File: src/rtl/pirq_route_pkg.sv
package pirq_route_pkg;

  localparam int PIRQ_COUNT  = 8;
  localparam int PIRQ_IDX_W  = $clog2(PIRQ_COUNT);
  localparam int ROUTE_W     = 8;
  localparam int IRQ_FIELD_W = 5;
  localparam int DIS_BIT     = 7;
  localparam int SEL_W       = 3;

  localparam logic [ROUTE_W-1:0] ROUTE_RESET   = 8'h80;
  localparam logic [SEL_W-1:0]   SCI_SEL_RESET = '0;

  // strobes from control to datapath
  typedef struct packed {
    logic                  routeWe;
    logic [PIRQ_IDX_W-1:0] routeIdx;
    logic                  sciWe;
    logic [ROUTE_W-1:0]    data;
  } routeStrobe_t;

  typedef struct packed {
    logic                   ok;
    logic [IRQ_FIELD_W-1:0] irq;
  } sciTarget_t;

  function automatic sciTarget_t sciTarget(input logic [SEL_W-1:0] code);
    sciTarget_t t;
    t.ok  = 1'b0;
    t.irq = '0;
    case (code)
      3'd0, 3'd1, 3'd2: begin
        t.ok  = 1'b1;
        t.irq = 5'd9 + {2'b00, code};
      end
      3'd4, 3'd5: begin
        t.ok  = 1'b1;
        t.irq = 5'd16 + {2'b00, code};
      end
      default: begin
        t.ok  = 1'b0;
        t.irq = '0;
      end
    endcase
    return t;
  endfunction

endpackage

File: src/rtl/pirq_route_ctrl.sv
module pirq_route_ctrl
  import pirq_route_pkg::*;
#(
  parameter int ADDR_W = 4
) (
  input  logic                clk,
  input  logic                rstN,
  input  logic                wrEn,
  input  logic [ADDR_W-1:0]   wrAddr,
  input  logic [ROUTE_W-1:0]  wrData,
  output routeStrobe_t        strobe,
  output logic                routeChanged
);

  localparam logic [ADDR_W-1:0] SCI_ADDR    = ADDR_W'(PIRQ_COUNT);
  localparam logic [ADDR_W-1:0] ROUTE_LIMIT = ADDR_W'(PIRQ_COUNT);

  logic routeHit;

  // both route groups (A-D, E-H) share one contiguous window
  assign routeHit        = wrEn && (wrAddr < ROUTE_LIMIT);
  assign strobe.routeWe  = routeHit;
  assign strobe.routeIdx = wrAddr[PIRQ_IDX_W-1:0];
  assign strobe.sciWe    = wrEn && (wrAddr == SCI_ADDR);
  assign strobe.data     = wrData;

  always_ff @(posedge clk or negedge rstN) begin
    if (!rstN) routeChanged <= 1'b0;
    else       routeChanged <= routeHit;
  end

endmodule

File: src/rtl/pirq_route_datapath.sv
module pirq_route_datapath
  import pirq_route_pkg::*;
#(
  parameter int PIC_LINES  = 16,
  parameter int APIC_LINES = 24
) (
  input  logic                   clk,
  input  logic                   rstN,
  input  routeStrobe_t           strobe,
  input  logic [PIRQ_COUNT-1:0]  pirqLvl,
  input  logic                   sciLvl,
  input  logic [PIRQ_IDX_W-1:0]  queryIdx,
  output logic [PIC_LINES-1:0]   picIrq,
  output logic [APIC_LINES-1:0]  apicIrq,
  output logic                   queryValid,
  output logic [IRQ_FIELD_W-1:0] queryIrq
);

  localparam int APIC_BASE = PIC_LINES;

  logic [ROUTE_W-1:0] routeReg [PIRQ_COUNT];
  logic [SEL_W-1:0]   sciSel;
  logic               sciHeld;
  sciTarget_t         sciTgt;
  logic [APIC_LINES-1:0] sciHit;

  // route byte storage, one register per request line
  for (genvar n = 0; n < PIRQ_COUNT; n++) begin : g_route
    always_ff @(posedge clk or negedge rstN) begin
      if (!rstN) routeReg[n] <= ROUTE_RESET;
      else if (strobe.routeWe && strobe.routeIdx == PIRQ_IDX_W'(n))
        routeReg[n] <= strobe.data;
    end
  end

  always_ff @(posedge clk or negedge rstN) begin
    if (!rstN) begin
      sciSel  <= SCI_SEL_RESET;
      sciHeld <= 1'b0;
    end else begin
      sciHeld <= sciLvl;
      if (strobe.sciWe) sciSel <= strobe.data[SEL_W-1:0];
    end
  end

  assign sciTgt = sciTarget(sciSel);

  for (genvar k = 0; k < APIC_LINES; k++) begin : g_sci
    assign sciHit[k] = sciHeld && sciTgt.ok && (sciTgt.irq == IRQ_FIELD_W'(k));
  end

  // legacy side: wired-OR of enabled lines whose field matches k
  for (genvar k = 0; k < PIC_LINES; k++) begin : g_pic
    logic [PIRQ_COUNT-1:0] match;
    for (genvar n = 0; n < PIRQ_COUNT; n++) begin : g_m
      assign match[n] = pirqLvl[n] && !routeReg[n][DIS_BIT]
                        && (routeReg[n][IRQ_FIELD_W-1:0] == IRQ_FIELD_W'(k));
    end
    assign picIrq[k] = (|match) || sciHit[k];
  end

  // I/O controller side: dedicated pin per request line
  for (genvar k = 0; k < APIC_LINES; k++) begin : g_apic
    if (k >= APIC_BASE && k < APIC_BASE + PIRQ_COUNT) begin : g_own
      assign apicIrq[k] = pirqLvl[k-APIC_BASE] || sciHit[k];
    end else begin : g_sci_only
      assign apicIrq[k] = sciHit[k];
    end
  end

  // route query
  logic [ROUTE_W-1:0] qByte;
  assign qByte = routeReg[queryIdx];

  always_comb begin
    if (qByte[DIS_BIT]) begin
      queryValid = 1'b1;
      queryIrq   = IRQ_FIELD_W'(APIC_BASE) + IRQ_FIELD_W'(queryIdx);
    end else if (qByte[IRQ_FIELD_W-1:0] < IRQ_FIELD_W'(PIC_LINES)) begin
      queryValid = 1'b1;
      queryIrq   = qByte[IRQ_FIELD_W-1:0];
    end else begin
      queryValid = 1'b0;
      queryIrq   = '0;
    end
  end

endmodule

File: src/rtl/pirq_router.sv
module pirq_router
  import pirq_route_pkg::*;
#(
  parameter int ADDR_W     = 4,
  parameter int PIC_LINES  = 16,
  parameter int APIC_LINES = 24
) (
  input  logic                   clk,
  input  logic                   rstN,
  input  logic                   wrEn,
  input  logic [ADDR_W-1:0]      wrAddr,
  input  logic [ROUTE_W-1:0]     wrData,
  input  logic [PIRQ_COUNT-1:0]  pirqLvl,
  input  logic                   sciLvl,
  input  logic [PIRQ_IDX_W-1:0]  queryIdx,
  output logic [PIC_LINES-1:0]   picIrq,
  output logic [APIC_LINES-1:0]  apicIrq,
  output logic                   queryValid,
  output logic [IRQ_FIELD_W-1:0] queryIrq,
  output logic                   routeChanged
);

  routeStrobe_t strobe;

  pirq_route_ctrl #(.ADDR_W(ADDR_W)) ctrl_i (
    .clk(clk), .rstN(rstN), .wrEn(wrEn), .wrAddr(wrAddr), .wrData(wrData),
    .strobe(strobe), .routeChanged(routeChanged)
  );

  pirq_route_datapath #(.PIC_LINES(PIC_LINES), .APIC_LINES(APIC_LINES)) dp_i (
    .clk(clk), .rstN(rstN), .strobe(strobe), .pirqLvl(pirqLvl),
    .sciLvl(sciLvl), .queryIdx(queryIdx), .picIrq(picIrq),
    .apicIrq(apicIrq), .queryValid(queryValid), .queryIrq(queryIrq)
  );

endmodule

File: config.mk
export PLATFORM = sky130hd
export DESIGN_NAME = pirq_router
export DESIGN_NICKNAME = d
export VERILOG_FILES = /design/src/rtl/pirq_route_pkg.sv /design/src/rtl/pirq_route_ctrl.sv /design/src/rtl/pirq_route_datapath.sv /design/src/rtl/pirq_router.sv
export SDC_FILE = /design/constraint.sdc
export NUM_CORES = 1
export LEC_CHECK = 0
export BUFFER_PORTS_ARGS = -buffer_cell sky130_fd_sc_hd__buf_4
export CELL_PAD_IN_SITES_DETAIL_PLACEMENT = 1
export CELL_PAD_IN_SITES_GLOBAL_PLACEMENT = 2
export CORE_UTILIZATION = 30
export CTS_BUF_LIST = sky130_fd_sc_hd__clkbuf_8
export DETAILED_ROUTE_END_ITERATION = 8
export PLACE_DENSITY = 0.7
export SETUP_SLACK_MARGIN = 0.5
export SLEW_MARGIN = 15
export SYNTH_ARGS = -nofsm -noshare
export SYNTH_HDL_FRONTEND = slang
export SYNTH_SLANG_ARGS = --single-unit
export TNS_END_PERCENT = 30
File: constraint.sdc
create_clock -name clk -period 1.9 [get_ports clk]
set_input_delay 0.19 -clock clk [delete_from_list [all_inputs] [get_ports clk]]
set_output_delay 0.19 -clock clk [all_outputs]
set_load 0.02 [all_outputs]
Yosys cells after proc, flatten, opt, wreduce, memory -nomap -nowiden
Cells that the tools add are included.

Bits in registers: 69. Latch bits: 0. RAM bits: 0. ROM bits: 0. Output and inout bits: 47. Word-level logic and storage cells: 413. Memories kept: 0.

Add/subtract/negate cells: 3. $mul: 0. Div/mod/pow operators: 0. $lt $le $gt $ge: 3. Equal/unequal tests: 155. Shift-type cells: 0. Muxes and demuxes: 8. Bitwise logic cells: 1. Reductions and logical operators: 232.

Operators with widths (count): 5-bit by 4-bit equality test with 1-bit output (second input constant) (72); 5-bit by 3-bit equality test with 1-bit output (second input constant) (36); 1-bit logical AND (171); 8-bit OR reduction (16); 5-bit by 2-bit equality test with 1-bit output (second input constant) (18); 5-bit by 1-bit equality test with 1-bit output (second input constant) (9); 5-bit logical NOT (9); 5-bit equality test (second input constant) (8); 8-bit binary-select mux with 3-bit select (1); 1-bit logical OR (24); 3-bit equality test (second input constant) (6); 8-bit two-way mux (2); 6-bit one-hot mux with 2 select lines (1); 5-bit by 3-bit adder with 5-bit output (first input constant) (2); 5-bit two-way mux (2); 3-bit by 2-bit equality test with 1-bit output (second input constant) (3); 1-bit logical NOT (8); 3-bit by 1-bit equality test with 1-bit output (second input constant) (2); 3-bit logical NOT (2); 4-bit by 3-bit adder with 5-bit output (first input constant) (1); 5-bit less-than comparator (second input constant) (1); 4-bit equality test (second input constant) (1); 4-bit greater-or-equal comparator (second input constant) (1); 4-bit less-than comparator (second input constant) (1); 4 further kinds (5).

Longest topological paths before layout
Gate-level depths: netlist (run 1).

Depth in word-level cells: 7. Mapped depth: 7. Depth with buffers taken out: 6.

Cells and area by module
A second synthesis (run 1) with hierarchy kept.

Cells, all modules: 456. Area total of the unflattened synthesis: 4321.6 µm².

Modules (own cells, without submodules): pirq_route_datapath (times used 1, cells each 440, area each 4184.0 µm²); pirq_route_ctrl (times used 1, cells each 16, area each 137.6 µm²).

Worst setup path after synthesis (run 1)
OpenSTA, ideal clock, no wires.

Path type: flip-flop to output port. Start: register dp_i.sciSel[1]. End: output picIrq[8]. Data arrival time: 2.056 ns. Required time: 1.710 ns. Setup slack: -0.346 ns. Cell stages (with the launch flop): 7. Buffers on the path: 0. Cell sequence: dfrtp_1 > ha_1 > ha_1 > or3b_1 > or3_1 > nor2_1 > nand4b_1.

Longest elaborated chain between the ends: 6. Elaborated cells between the ends (all ways): 14. Classes of those cells: 2 x add/sub; 5 x eq/ne; 1 x mux; 6 x reduce/logical.

Ends and longest elaborated chain: start, declared (line pirq_route_datapath.sv:22) `logic [SEL_W-1:0] sciSel;`; start signal, assigned (line pirq_route_datapath.sv:42) `if (strobe.sciWe) sciSel <= strobe.data[SEL_W-1:0];`; parallel branches: the longest is 2 deep, another holds 5-bit by 3-bit adder with 5-bit output; 6-bit one-hot mux with 2 select lines * (line pirq_route_pkg.sv:30) `case (code)`; 5-bit by 4-bit equality test with 1-bit output / 1-bit logical AND (equally long branches) (line pirq_route_datapath.sv:49) `assign sciHit[k] = sciHeld && sciTgt.ok && (sciTgt.irq == IRQ_FIELD_W'(k));`; 1-bit logical AND * (line pirq_route_datapath.sv:49); via apicIrq[8] (line pirq_router.sv:17) `output logic [APIC_LINES-1:0] apicIrq,`; 1-bit logical OR * (line pirq_route_datapath.sv:59) `assign picIrq[k] = (|match) || sciHit[k];`; end, declared (line pirq_router.sv:16) `output logic [PIC_LINES-1:0] picIrq,`.

Mark *: on every way through the listed nets, which the timed path passes.

Worst setup path after layout (run 1)
Start: register dp_i.sciSel[1]. End: output picIrq[8].

Longest elaborated chain between the ends: 6. Elaborated cells between the ends (all ways): 14. Classes of those cells: 2 x add/sub; 5 x eq/ne; 1 x mux; 6 x reduce/logical.

Ends and longest elaborated chain (line): parallel branches: the longest is 2 deep, another holds 5-bit by 3-bit adder with 5-bit output; 6-bit one-hot mux with 2 select lines * (pirq_route_pkg.sv:30); 5-bit by 4-bit equality test with 1-bit output / 1-bit logical AND (equally long branches) (pirq_route_datapath.sv:49); 1-bit logical AND * (pirq_route_datapath.sv:49); 1-bit logical OR * (pirq_route_datapath.sv:59).

Every way passes the cells marked *.

==> results.toml, run 1 <==
[status]
status = "complete, but fails checks"
violations = "setup timing"

[run]
cap_violations = 0

[global_route]
antenna_found_initial = 0
grt_usage = 0.243
grt_pass1_wl_um = 26300
grt_pass1_vias = 4356
grt_max_degree = 54
grt-ovfl-total = 0

[routing]
drtIter0Drc = 305
wl_um = 17200
drc = 0
wl_met1_um = 7770
drt_first_pass_iters = 5
viasPerCell = 5.65
topRoutingLayerUsed = "met4"
ant_nets = 0
wl_met3_um = 670
wl_met2_um = 8360
vias = 4233
avgRoutedWirePerCell_um = 23.0

[critical_path]
required_ns = 1.71
path_cells = "ha_2 -> ha_2 -> or3b_4 -> or3_4 -> nor2_4 -> nand4b_1 -> buf_6"
critPathMaxStageDelay_ns = 0.43
path_delay_family = "simple AND/OR/NAND/NOR gates"
cp_common_cell = "ha_2"
cp-end-kind = "output pin"
worstPathArrival_ns = 2.27
r2r_setup_slack_ns = 0.83
cp_num_buf_inv = 1
critPathLaunchType = "flip-flop"
cpMaxStageDelayCell = "dfrtp_1"
worstPathMaxFanout = 4
critical_path_class = "reg -> out"

[sta]
fin_crit_sh = 1.30
final-max-slew-violation-count = 0
worst_slew_pin_slew_ns = 0.691
finClkSkew_ns = 0
fmax_ghz = 0.406
setup_viol = 34
max_slew_margin = 0.539
fin_ws_ns = -0.561
grt_setup_unrepaired = "true"
hold_viol = 0
timing.final.crit_period_ns = 2.46

[power_and_ir_drop]
powerDensity_mw_per_mm2 = 939
internal-power_mw = 3.11
p_clk_frac = 0.122
ir_worst_vdd_v = 0.000534
netSwitchingFraction = 0.432
p_leak_nw = 2.47
p_switching_mw = 2.37
power_frac_comb = 0.548
seqPwrFrac = 0.330

[clocking]
clock_sinks = 53
numCtsBuffers = 5
clkLatencyLatePin_ns = 0.33
htree_levels = 2
cts-root-buf = "clkbuf_8"
clock_path_buffers = 2
cts_tree = "done"
path_clk_slew_ns = 0.11

[synthesis]
syn_area_per_cell_um2 = 9.69
netlist_instances = 433
synth_edf_count = 0
synth_seq_area_share = 0.318
ys_types = 66
ys_ff_latch = 53
yosys_warnings = 0
ys.flop_type = "dfrtp_1"
netlist_area_mm2 = 0.00420
async_flop_share = 1.00

[floorplanning]
die_y_um = 120
initial_utilization = 0.312
num_rows = 42
pin_count = 74
die_area_mm2 = 0.0145
dieWidth_um = 120
core-area_mm2 = 0.0135

[finish]
finalNetCount = 604
fin_util = 0.434
areaGrowthSynthToFinish_pct = 39.2
final_common_cell = "buf_4"
layout-drive-gt1-share = 0.504
diodes = 0
final_cell_mix = "buf_4, mux2_2, dfrtp_1"
fin_area_mm2 = 0.00584

[place]
pre_cts_ws_ns = -0.239
dp_hpwl_um = 13900
placed_cell_area_mm2 = 0.00543
gp_congestion = 0.921
port_buffers = 63

[worst_hold_path]
hold_class = "in -> reg"
-- cell usage after synthesis, types with 3 or more instances --
| cell | instances | share of area |
|---|---|---|
| o21ai_0 | 10 | 0.012 |
| nand3b_1 | 7 | 0.013 |
| a222oi_1 | 6 | 0.014 |
| nor4_1 | 6 | 0.0089 |
| or4_1 | 3 | 0.0054 |
| a32oi_1 | 5 | 0.010 |
| a21oi_1 | 5 | 0.0060 |
| nand4_1 | 10 | 0.015 |
| nor3b_1 | 4 | 0.0072 |
| nor4b_1 | 6 | 0.013 |
| a221oi_1 | 11 | 0.023 |
| mux4_2 | 11 | 0.059 |
| and3_1 | 7 | 0.010 |
| buf_4 | 8 | 0.014 |
| nand2_1 | 21 | 0.019 |
| dfrtp_1 | 45 | 0.27 |
| nor3_1 | 24 | 0.029 |
| o21bai_1 | 5 | 0.0089 |
| and2_1 | 5 | 0.0075 |
| nor2b_1 | 15 | 0.022 |
| nand3_1 | 15 | 0.018 |
| mux2i_1 | 3 | 0.0072 |
| nand2b_1 | 11 | 0.016 |
| o22a_1 | 3 | 0.0063 |
| inv_1 | 18 | 0.016 |
| ha_1 | 5 | 0.015 |
| nor2_1 | 34 | 0.030 |
| buf_2 | 4 | 0.0048 |
| a311oi_1 | 3 | 0.0063 |
| nand4bb_1 | 3 | 0.0080 |
| dfstp_2 | 8 | 0.050 |
| clkbuf_1 | 14 | 0.013 |
| mux2_2 | 51 | 0.14 |
-- state kept, by name (all words and copies together), names as in the netlist --
signal	count
dp_i.sciSel	3
dp_i.routeReg	48
dp_i.sciHeld	1
ctrl_i.routeChanged	1
-- metrics by stage --
| step | cells | hold slack (ns) | power, mW | TNS (ns) |
|---|---|---|---|---|
| after global routing | 749 | 0.159 | 5.76 | -16.26 |
| after detailed placement | 735 | 0.276 | 4.51 | -3.41 |
| after floorplan | 440 | -0.106 | 3.17 | -0.474 |
| final | 749 | 0.161 | 5.48 | -13.56 |
| after CTS | 746 | 0.152 | 5.32 | -13.84 |
| after global placement | 735 | 0.267 | 4.44 | -2.29 |
-- area by class of cell --
class	instances	area [µm²]
flip-flops and latches	53	1340
well taps	176	220
multi-input cells	341	2900
repair buffers	153	1230
clock inverters	3	21.3
clock buffers	5	68.8
fillers	1558	7610
inverters	18	67.6
-- final timing paths --
path | start | to | cells after the start
setup reg to reg | dp_i.routeReg[50] | dp_i.routeReg[50] | 2
max in group asynchronous | rstN | dp_i.routeReg[12] | 2
setup / recovery | dp_i.sciSel[1] | picIrq[8] | 7
min in group asynchronous | rstN | dp_i.routeReg[8] | 2
hold / removal | wrEn | ctrl_i.routeChanged | 2
hold reg to reg | dp_i.routeReg[12] | dp_i.routeReg[12] | 1
-- routing by layer --
layer,global-route usage,vias to the layer above
li1,-,1928
met1,0.329,2142
met2,0.411,143
met3,0.0208,20
met4,0.0710,0
met5,0,-
-- power groups by stage --
stage	clock [mW]	combinational (mW)	sequential, mW
2_1_floorplan	0	1.50	1.67
3_3_place_gp	0	2.65	1.79
3_5_place_dp	0	2.70	1.81
4_1_cts	0.692	2.83	1.80
5_1_grt	0.720	3.20	1.85
6_report	0.671	3.00	1.81
-- kinds of logic after synthesis --
family | count (synthesis) | synth area share
simple gates | 192 | 0.267
compound gates | 68 | 0.131
mux | 68 | 0.216
flops | 53 | 0.318
buf+inv | 46 | 0.0516
fa+ha+maj | 5 | 0.0149
other cells | 1 | 0.000894
-- what timing repair did --
action                                 in CTS  in global routing
pin swaps                                  10                  5
endpoints found under the hold margin      46                  0
buffers inserted                            1                  3
gates resized for setup                    39                 31
hold buffers                                2                  0
setup endpoints to repair                  34                 43
(Power assumes the default switching activity.)
==> inputs of run 2 (changes only) <==
--- a/config.mk
+++ b/config.mk
@@ -6,12 +6,13 @@
 export NUM_CORES = 1
 export LEC_CHECK = 0
 export BUFFER_PORTS_ARGS = -buffer_cell sky130_fd_sc_hd__buf_4
-export CELL_PAD_IN_SITES_DETAIL_PLACEMENT = 1
-export CELL_PAD_IN_SITES_GLOBAL_PLACEMENT = 2
+export CELL_PAD_IN_SITES_DETAIL_PLACEMENT = 0
+export CELL_PAD_IN_SITES_GLOBAL_PLACEMENT = 1
 export CORE_UTILIZATION = 30
 export CTS_BUF_LIST = sky130_fd_sc_hd__clkbuf_8
+export CTS_CLUSTER_DIAMETER = 200
 export DETAILED_ROUTE_END_ITERATION = 8
-export PLACE_DENSITY = 0.7
+export PLACE_DENSITY = 0.58
 export SETUP_SLACK_MARGIN = 0.5
 export SLEW_MARGIN = 15
 export SYNTH_ARGS = -nofsm -noshare
==> run 2 against run 1 <==
Effect of this change: wire length decreased by 3.2%; count of clock-buffer cells in the layout is 1 higher; global-route usage decreased by 0.72 points; cell count is 0.13% lower; core utilization up 1.5 points; first-iteration DRC count rose by 18%; the run still ends with setup timing left.
==> results.toml, run 2 (synthesized netlist as in run 1, its figures left out) <==
[critical_path]
critPathLaunchType = "flip-flop"
cpMaxStageDelayCell = "dfrtp_2"
cp-end-kind = "output pin"
critPathMaxStageDelay_ns = 0.42
r2r-end = "dp_i.routeReg[58]"
required_ns = 1.71
worstReg2RegStart = "dp_i.routeReg[58]"
reg2reg_depth = 2
r2r_setup_slack_ns = 0.89
cp_num_buf_inv = 5
critical_path_class = "reg -> out"
path_delay_family = "buffers and inverters"
path_cells = "buf_6 -> clkinvlp_4 -> ha_4 -> nor3_4 -> buf_6 -> nor4b_2 -> buf_4 -> o21ai_4 -> nand4_1 -> buf_6"
worstPathArrival_ns = 2.29
worstPathMaxFanout = 4
cp_common_cell = "buf_6"

[place]
port_buffers = 63
gp_congestion = 0.984
dp_hpwl_um = 13400
pre_cts_ws_ns = -0.336

[clocking]
clock_sinks = 53
clkLatencyLatePin_ns = 0.31
path_clk_slew_ns = 0.09
cts-root-buf = "clkbuf_8"
cts_tree = "done"
clock_path_buffers = 2
htree_levels = 2
numCtsBuffers = 5

[sta]
fin_crit_sh = 1.31
finClkSkew_ns = 0
tns_ns = -12.89
final-max-slew-violation-count = 0
timing.final.crit_period_ns = 2.48
grt_setup_unrepaired = "true"
max_slew_margin = 0.552
hold_viol = 0
fmax_ghz = 0.403
fin_ws_ns = -0.584
worst_slew_pin_slew_ns = 0.673
setup_viol = 34

[finish]
layout-drive-gt1-share = 0.523
areaGrowthSynthToFinish_pct = 43.9
final_cell_mix = "buf_4, mux2_2, dfrtp_1"
largest_reg_flops = 48
reg_top3 = "dp_i.routeReg: 48 flops, dp_i.sciSel: 3 flops"
final_common_cell = "buf_4"
finalNetCount = 603
top_register = "dp_i.routeReg"
diodes = 0

[global_route]
grt_max_degree = 54
grt_pass1_vias = 4307
grt_usage = 0.235
grt-ovfl-total = 0
grt_pass1_wl_um = 25700
antenna_found_initial = 0

[power_and_ir_drop]
p_clk_frac = 0.116
netSwitchingFraction = 0.425
p_leak_nw = 2.54
powerDensity_mw_per_mm2 = 936
p_switching_mw = 2.40
ir_worst_vdd_v = 0.000440
internal-power_mw = 3.25
power_frac_comb = 0.554
seqPwrFrac = 0.330

[routing]
ant_nets = 0
drt_first_pass_iters = 5
wl_met3_um = 802
drc = 0
topRoutingLayerUsed = "met4"
avgRoutedWirePerCell_um = 22.3
viasPerCell = 5.76
wl_met2_um = 7890
wl_um = 16700
drtIter0Drc = 361
vias = 4305
wl_met1_um = 7410

[worst_hold_path]
hold_class = "in -> reg"
hp-start = "wrEn"
hold-path-endpoint = "ctrl_i.routeChanged"
hold_depth = 2

[floorplanning]
dieWidth_um = 120
initial_utilization = 0.312
num_rows = 42
pin_count = 74
die_area_mm2 = 0.0145
die_y_um = 120
core-area_mm2 = 0.0135

[run]
cap_violations = 0

[status]
status = "complete, but fails checks"
violations = "setup timing"
-- run 2: cell count changes in the layout (fill, tap and decap cells not counted), sizes merged --
cell | before | now
buf | 151 | 150
clkbuf | 5 | 6
clkinv | 1 | 2
inv | 19 | 17
-- run 2: metrics by stage --
stage / cell area (µm²) / power, mW / hold WS, ns / cells / utilization
2_1_floorplan: 4260 / 3.17 / -0.106 / 440 / -
4_1_cts: 5840 / 5.43 / 0.151 / 744 / 0.434
3_3_place_gp: 5460 / 4.51 / 0.274 / 733 / 0.406
6_report: 6040 / 5.65 / 0.167 / 748 / 0.449
5_1_grt: 6040 / 5.96 / 0.175 / 748 / 0.449
3_5_place_dp: 5460 / 4.52 / 0.274 / 733 / 0.406
-- run 2: cell type report --
cell class                      instances  area [µm²]
Clock buffer                            6        82.6
Clock inverter                          2        13.8
Fill cell                            1360        7410
Inverter                               18        71.3
Multi-Input combinational cell        341        3050
Sequential cell                        53        1340
Tap cell                              176         220
Timing Repair Buffer                  152        1260
-- run 2: power by group through the flow --
stage               logic (mW)  clock network, mW  registers, mW
floorplan                 1.50                  0           1.67
global placement          2.70                  0           1.81
detailed placement        2.70                  0           1.82
CTS                       2.90              0.692           1.84
global route              3.32              0.736           1.90
finish                    3.13              0.658           1.86
-- run 2: worst reg2reg max path, delay by kind of cell, from the launching register on --
kind | cells | cell delay [ns]
buffers and inverters | 1 | 0.19
flip-flops | 1 | 0.46
multiplexers | 1 | 0.26
-- run 2: how the worst max path moves through the flow --
stage	startpoint	to	slack, ns	depth (start not counted)
after floorplan	dp_i.sciSel[1]	picIrq[8]	-0.17	6
after global placement	dp_i.routeReg[52]	picIrq[3]	-0.31	5
after detailed placement	dp_i.routeReg[52]	picIrq[3]	-0.34	5
final	dp_i.sciSel[1]	picIrq[11]	-0.58	10
after CTS	dp_i.sciSel[1]	picIrq[8]	-0.58	7
after global routing	dp_i.sciSel[1]	picIrq[11]	-0.69	10
-- run 2: metal layers --
layer | track usage | up-vias
li1 | - | 1921
met1 | 0.321 | 2169
met2 | 0.385 | 182
met3 | 0.0222 | 33
met4 | 0.0910 | 0
met5 | 0 | -
-- run 2: timing repair --
item | CTS | global route
hold endpoints to repair | 46 | 0
endpoints found under the setup margin | 34 | 42
pin swaps | 20 | 19
resized for setup | 58 | 37
cloned | 0 | 0
buffers inserted | 1 | 4
hold buffers | 2 | 0
